--- src/rtl/pixarray_pkg.sv ---
// Shared types for the pixel array driver.
// Assumes: bank A is encoded as 0 and bank B as 1, matching the write select.
package pixarray_pkg;

    typedef enum logic {
        BANK_A = 1'b0,
        BANK_B = 1'b1
    } bank_e;

    // Bank shown during an exposure: the one not being written.
    function automatic bank_e shown_for_write(input logic wr_bank);
        return wr_bank ? BANK_A : BANK_B;
    endfunction

endpackage

--- src/rtl/pixarray_line_latch.sv ---
// Column line register: holds one row word between capture and write.
// Assumes: clr is already qualified (wipe without a write) by the parent.
module pixarray_line_latch #(
    parameter int NUM_COLS = 100
) (
    input  logic                clk,
    input  logic                rst_n,
    input  logic                clr,
    input  logic                cap_stb,
    input  logic [NUM_COLS-1:0] row_data,
    output logic [NUM_COLS-1:0] line_q
);

    // Capture the incoming word on the strobe; clear on reset or wipe.
    always_ff @(posedge clk) begin
        if (!rst_n || clr) begin
            line_q <= '0;
        end else if (cap_stb) begin
            line_q <= row_data;
        end
    end

    AST_LINE_HOLD: assert property (@(posedge clk) disable iff (!rst_n)
        (!cap_stb && !clr) |=> $stable(line_q));
    AST_LINE_WIPE: assert property (@(posedge clk) disable iff (!rst_n)
        clr |=> (line_q == '0));

endmodule

--- src/rtl/pixarray_cells.sv ---
// Two-bank cell storage: one bit per pixel per bank, written one row at a time.
// The displayed bank's contents are presented as a row-by-column matrix.
// Assumes: row_addr values at or beyond NUM_ROWS write nothing.
module pixarray_cells
    import pixarray_pkg::*;
#(
    parameter int NUM_ROWS = 8,
    parameter int NUM_COLS = 100,
    localparam int ROW_W   = (NUM_ROWS > 1) ? $clog2(NUM_ROWS) : 1
) (
    input  logic                               clk,
    input  logic                               rst_n,
    input  logic                               clr,
    input  logic                               wr_stb,
    input  logic                               bank_sel,
    input  logic [ROW_W-1:0]                   row_addr,
    input  logic [NUM_COLS-1:0]                line_q,
    input  bank_e                              disp_bank,
    output logic [NUM_ROWS-1:0][NUM_COLS-1:0]  shown
);

    logic [NUM_ROWS-1:0][NUM_COLS-1:0] bank_a;
    logic [NUM_ROWS-1:0][NUM_COLS-1:0] bank_b;

    // Write the line word into the addressed row of the selected bank.
    always_ff @(posedge clk) begin
        if (!rst_n || clr) begin
            bank_a <= '0;
            bank_b <= '0;
        end else if (wr_stb) begin
            for (int r = 0; r < NUM_ROWS; r++) begin
                if (int'(row_addr) == r) begin
                    if (bank_sel) begin
                        bank_b[r] <= line_q;
                    end else begin
                        bank_a[r] <= line_q;
                    end
                end
            end
        end
    end

    // Route the displayed bank to the output gating.
    always_comb begin
        shown = (disp_bank == BANK_B) ? bank_b : bank_a;
    end

    AST_B_UNTOUCHED: assert property (@(posedge clk) disable iff (!rst_n)
        (wr_stb && !bank_sel) |=> $stable(bank_b));
    AST_A_UNTOUCHED: assert property (@(posedge clk) disable iff (!rst_n)
        (wr_stb && bank_sel) |=> $stable(bank_a));
    AST_WIPE_BANKS: assert property (@(posedge clk) disable iff (!rst_n)
        clr |=> (bank_a == '0 && bank_b == '0));

endmodule

--- src/rtl/pixarray_oe_chain.sv ---
// Staggered exposure enable: one flop per row, so row k turns on k+1
// clocks after the enable is sampled. Also fixes the displayed bank at
// each exposure start.
// Assumes: an exposure starts when exp_en is high while row 0 is still off.
module pixarray_oe_chain
    import pixarray_pkg::*;
#(
    parameter int NUM_ROWS = 8
) (
    input  logic                clk,
    input  logic                rst_n,
    input  logic                clr,
    input  logic                exp_en,
    input  logic                bank_sel,
    output logic [NUM_ROWS-1:0] row_en,
    output bank_e               disp_bank
);

    logic start_exp;

    // Detect the first enabled cycle of an exposure.
    always_comb begin
        start_exp = exp_en && !row_en[0];
    end

    // Shift the enable down the rows, one clock per row.
    always_ff @(posedge clk) begin
        if (!rst_n || clr) begin
            row_en <= '0;
        end else begin
            row_en[0] <= exp_en;
            for (int k = 1; k < NUM_ROWS; k++) begin
                row_en[k] <= row_en[k-1];
            end
        end
    end

    // Fix the displayed bank at exposure start.
    always_ff @(posedge clk) begin
        if (!rst_n) begin
            disp_bank <= BANK_A;
        end else if (!clr && start_exp) begin
            disp_bank <= shown_for_write(bank_sel);
        end
    end

    AST_DISP_FROZEN: assert property (@(posedge clk) disable iff (!rst_n)
        (exp_en && row_en[0] && !clr) |=> $stable(disp_bank));
    AST_ROW0_CAUSE: assert property (@(posedge clk) disable iff (!rst_n)
        $rose(row_en[0]) |-> $past(exp_en));

    for (genvar k = 1; k < NUM_ROWS; k++) begin : g_ripple_chk
        AST_RIPPLE_ORDER: assert property (@(posedge clk) disable iff (!rst_n)
            $rose(row_en[k]) |-> $past(row_en[k-1]));
    end

endmodule

--- src/rtl/pixarray_drv.sv ---
// Top of the double-buffered pixel array driver: line register, two-bank
// cells, staggered enable chain and per-pixel output gating.
// Assumes: pix_out is row-major, bit r*NUM_COLS+c is row r, column c.
module pixarray_drv
    import pixarray_pkg::*;
#(
    parameter int NUM_ROWS = 8,
    parameter int NUM_COLS = 100,
    localparam int ROW_W   = (NUM_ROWS > 1) ? $clog2(NUM_ROWS) : 1,
    localparam int NUM_PIX = NUM_ROWS * NUM_COLS
) (
    input  logic                clk,
    input  logic                rst_n,
    input  logic [NUM_COLS-1:0] row_data,
    input  logic                cap_stb,
    input  logic                wr_stb,
    input  logic                wipe,
    input  logic                bank_sel,
    input  logic [ROW_W-1:0]    row_addr,
    input  logic                exp_en,
    output logic [NUM_ROWS-1:0] row_enable,
    output logic [NUM_PIX-1:0]  pix_out
);

    logic                              clr;
    logic [NUM_COLS-1:0]               line_q;
    logic [NUM_ROWS-1:0][NUM_COLS-1:0] shown;
    bank_e                             disp_bank;

    // A wipe only acts in cycles without a write.
    always_comb begin
        clr = wipe && !wr_stb;
    end

    pixarray_line_latch #(
        .NUM_COLS (NUM_COLS)
    ) u_line (
        .clk      (clk),
        .rst_n    (rst_n),
        .clr      (clr),
        .cap_stb  (cap_stb),
        .row_data (row_data),
        .line_q   (line_q)
    );

    pixarray_cells #(
        .NUM_ROWS (NUM_ROWS),
        .NUM_COLS (NUM_COLS)
    ) u_cells (
        .clk       (clk),
        .rst_n     (rst_n),
        .clr       (clr),
        .wr_stb    (wr_stb),
        .bank_sel  (bank_sel),
        .row_addr  (row_addr),
        .line_q    (line_q),
        .disp_bank (disp_bank),
        .shown     (shown)
    );

    pixarray_oe_chain #(
        .NUM_ROWS (NUM_ROWS)
    ) u_chain (
        .clk       (clk),
        .rst_n     (rst_n),
        .clr       (clr),
        .exp_en    (exp_en),
        .bank_sel  (bank_sel),
        .row_en    (row_enable),
        .disp_bank (disp_bank)
    );

    for (genvar r = 0; r < NUM_ROWS; r++) begin : g_row_gate
        // Gate one row of pixels with that row's delayed enable.
        always_comb begin
            pix_out[r*NUM_COLS +: NUM_COLS] = row_enable[r] ? shown[r] : '0;
        end

        AST_DARK_ROW: assert property (@(posedge clk) disable iff (!rst_n)
            !row_enable[r] |-> (pix_out[r*NUM_COLS +: NUM_COLS] == '0));
    end

    AST_WIPE_DARK: assert property (@(posedge clk) disable iff (!rst_n)
        clr |=> (row_enable == '0));

endmodule

--- config.mk ---
export PLATFORM = sky130hd
export DESIGN_NAME = pixarray_drv
export DESIGN_NICKNAME = d
export VERILOG_FILES = /design/src/rtl/pixarray_pkg.sv /design/src/rtl/pixarray_line_latch.sv /design/src/rtl/pixarray_cells.sv /design/src/rtl/pixarray_oe_chain.sv /design/src/rtl/pixarray_drv.sv
export SDC_FILE = /design/constraint.sdc
export NUM_CORES = 2
export LEC_CHECK = 0
export BUFFER_PORTS_ARGS = -buffer_cell sky130_fd_sc_hd__buf_2
export CAP_MARGIN = 20
export CORE_ASPECT_RATIO = 0.9
export CORE_MARGIN = 2
export CORE_UTILIZATION = 61
export CTS_BUF_LIST = sky130_fd_sc_hd__clkbuf_4
export DETAILED_ROUTE_END_ITERATION = 8
export GPL_ROUTABILITY_DRIVEN = 0
export GPL_TIMING_DRIVEN = 0
export PLACE_DENSITY_LB_ADDON = 0.12
export SLEW_MARGIN = 0
export SYNTH_ARGS = -nofsm -noshare
export SYNTH_HDL_FRONTEND = slang
export SYNTH_SLANG_ARGS = --single-unit
--- constraint.sdc ---
create_clock -name clk -period 1.92 [get_ports clk]
set_input_delay 0.192 -clock clk [delete_from_list [all_inputs] [get_ports clk]]
set_output_delay 0.192 -clock clk [all_outputs]
set_load 0.005 [all_outputs]
==> impl_results.md <==
- Outcome: finished with violations
- Failing checks: negative setup slack
- CTS tree: yes
- Switching Power: 19540 µW
- Pre-antenna DRT Iters: 9
- Synthesis-to-layout area growth: 23.81%
- TritonCTS Sinks: 1709
- R2r setup slk: -0.10 ns
- Final hold violation count: 0
- Most common cell in the synthesized netlist: mux2i_1
- Synth area leaders: dfxtp_1, mux2i_1, nand3_1
- 1st-iter DRT viols: a little under 10000
- Type of the most critical hold path: input port to register
- Reg2Reg Depth: 3
- I/O Buffers: about 910
- Cell taking the most area after synthesis: dfxtp_1
- Arr. time, crit path: 3.12 ns
- DRC viols: 0
- Peak Freq: just over 300 MHz
- Final antenna-violating net count: 0
- Leakage power: 0.04424 µW
- Worst Skew: roughly 0.060 ns
- CTS Buffer Depth: 4
- Chip Height: 341.7 µm
- Clk pin slew, worst setup/hold paths: about 0.080 ns
- Clock power frac: 0.412
- Critical path required time: 1.73 ns
- Sw Share: 0.2703
- GR Util All Layers: 0.4686
- Half-perimeter wire length after detailed placement: 225200 µm
- Clock buffer count from CTS: approximately 430
- Critical Path End Type: output pin
- H-tree depth: 5
- Vias in the first global route: just under 70000
- Die area: between 0.1 and 0.15 mm²
- Synthesized cell area: approximately 0.077 mm²
- Register area share after synthesis: 0.4425
- Non-filler cells, final: around 11000
- Placeable core area: approximately 0.13 mm²
- Fillcell total: roughly 8700
- CP Max Fanout: 8
- PnR worst setup slack: -1.396 ns
- Share of Yosys cell area claimed by the top area cell type: 0.4425
- I/O pin count: between 900 and 1000
- Die X: roughly 380 µm
- Synth warn: 0
- Register area: between 0.03 and 0.04 mm²
- Seq pwr share: 0.495
- Share of post-route cells with drive strength above 1: 0.2592
- Wire length per cell: ~28 µm
- Worst flop-to-flop path startpoint: u_line.line_q[0]
- Crit path from: u_chain.disp_bank
- Max Slew Vio Count: 0
- First-pass GRT wire length: 444800 µm
- Library cells used by synthesis: 25
- Register bit total from synthesis: 1709
- Minimum clock period: about 3.3 ns
- Internal power: 52730 µW
- Reg2Reg Capture Point: u_cells.bank_b[200]
- Async SR Flop Fraction: 0
- Peak supply drop: approximately 0.53 mV
- Final Cycle Share: 1.727
- Post-synth EDFFs: 0
- Placed Area: about 0.084 mm²
- Final design area excluding fillers: 0.09572 mm²
- Post-Place Cells: approximately 10000
- Final Util: 0.7631
- Ys flop type: dfxtp_1
- Crit path kind: register to output pin
- Fin Setup TNS: -1242.90 ns
- Syn Nets: roughly 7800
- Endpoints failing setup: around 1900
- Largest net degree at the start of global routing: 17
- Rows: around 120
- Clock Latency Late Sink: 1.36 ns
- Starting density of the core: 0.6164
- Most instantiated cells after synthesis: mux2i_1, dfxtp_1, nand3_1, nor2b_1, buf_2
- Mean Syn Cell Area: between 10 and 15 µm²
- Initial antenna violation count: 43
- Combinational fraction of design power: 0.093
- Via/cell ratio: roughly 6.3
- Unrepaired setup endpoints after global routing: true
- Cell Pwr Density: roughly 760 mW/mm²
- Syn Inst Count: roughly 7700
- Worst-Margin Slew: 1.156 ns
- CTS root buf: clkbuf_4
- Remaining Overflow, GRT: 0
- Area of the multi-input gates: approximately 0.041 mm²
- Final net count: about 9500
- Via count: slightly above 70000
- MaxCap Viol Count: 0
- WL final: around 320000 µm
- CP endpoint: pix_out[166]
- Slew HR: 0.2291
- Startpoint types: register
worst min-delay path by stage:
stage,endpoint,from,cells after the start
6_report,u_cells.bank_b[96],wr_stb,6
5_1_grt,u_line.line_q[56],cap_stb,4
4_1_cts,u_cells.bank_b[28],wr_stb,6
3_5_place_dp,u_line.line_q[35],row_data[35],3
3_3_place_gp,u_line.line_q[42],row_data[42],3
2_1_floorplan,u_chain.disp_bank,bank_sel,1
layout by cell type (no fill, tap or decap), drive strengths merged:
cell,instances
dfxtp,1709
bufinv,2
nor3,1
dlygate4sd3,264
inv,6
nor2b,802
clkbuf,990
nand4,4
and3,8
diode,68
and2b,1
nand2,4
nand3,1703
or3b,1
clkinv,81
or4,2
mux2i,2500
a21oi,1
buf,1437
nor2,101
nand3b,1
nand2b,2
or3,3
nor3b,1
a311oi,1
clkinvlp,1
area by class of cell:
class / instances / share of cell area
inverters: 3 / 0.0001176
flip-flops and latches: 1709 / 0.3575
plain buffers: 855 / 0.05273
multi-input cells: 5136 / 0.4288
clock buffers: 611 / 0.04792
clock inverters: 87 / 0.004118
diodes: 68 / 0.001778
repair buffers: 1225 / 0.08501
well taps: 1687 / 0.02205
sequential cells by signal, summed over array words and instances, names as in the netlist:
name               flops
u_cells.bank_a       800
u_cells.bank_b       800
u_line.line_q        100
u_chain.row_en         8
u_chain.disp_bank      1
cell families after synthesis:
| kind of cell | after synthesis | share of synthesized area |
|---|---|---|
| muxes | 2500 | 0.3237 |
| buffers and inverters | 859 | 0.05134 |
| AOI/OAI and AO/OA | 2 | 0.0001780 |
| DFF | 1709 | 0.4425 |
| and+or+nand+nor | 2634 | 0.1823 |
routing by layer:
metal / routed length (µm) / track usage / vias up
met1: 116600 / 0.5852 / 34628
met2: 131600 / 0.6602 / 5402
li1: - / - / 30591
met5: 108 / 0 / -
met4: 29660 / 0.3934 / 12
met3: 42650 / 0.1427 / 1299
stage by stage:
step                      total power, µW  worst slack, ns  hold slack (ns)
after floorplan                     39710           0.3970           0.2967
after global placement              41640           -1.739           0.4261
after detailed placement            41790           -1.092           0.4336
after CTS                           71280           -1.310         0.005458
after global routing                73910           -1.367          0.03529
final                               72270           -1.396           0.1492
worst max-delay path, cell delays in order (launching register included):
cell       delay (ns)
dfxtp_4          0.38
buf_4            0.15
buf_12           0.14
buf_16           0.17
clkbuf_16        0.20
mux2i_1          0.15
nor2b_2          0.34
buf_2            0.20
power by group through the flow:
| stage | Combinational, µW | Sequential, µW | Clock, µW |
|---|---|---|---|
| 2_1_floorplan | 3200 | 36500 | 0 |
| 3_3_place_gp | 5100 | 36500 | 0 |
| 3_5_place_dp | 5240 | 36600 | 0 |
| 4_1_cts | 6100 | 35800 | 29400 |
| 5_1_grt | 6770 | 35800 | 31400 |
| 6_report | 6740 | 35800 | 29800 |
repair_timing:
action,in CTS,in global routing
gates resized for setup,634,238
hold buffers,264,0
setup buffers,6,14
endpoints found under the hold margin,900,0
cloned,2,9
endpoints found under the setup margin,809,1817
Power figures use the tool's default switching activity.
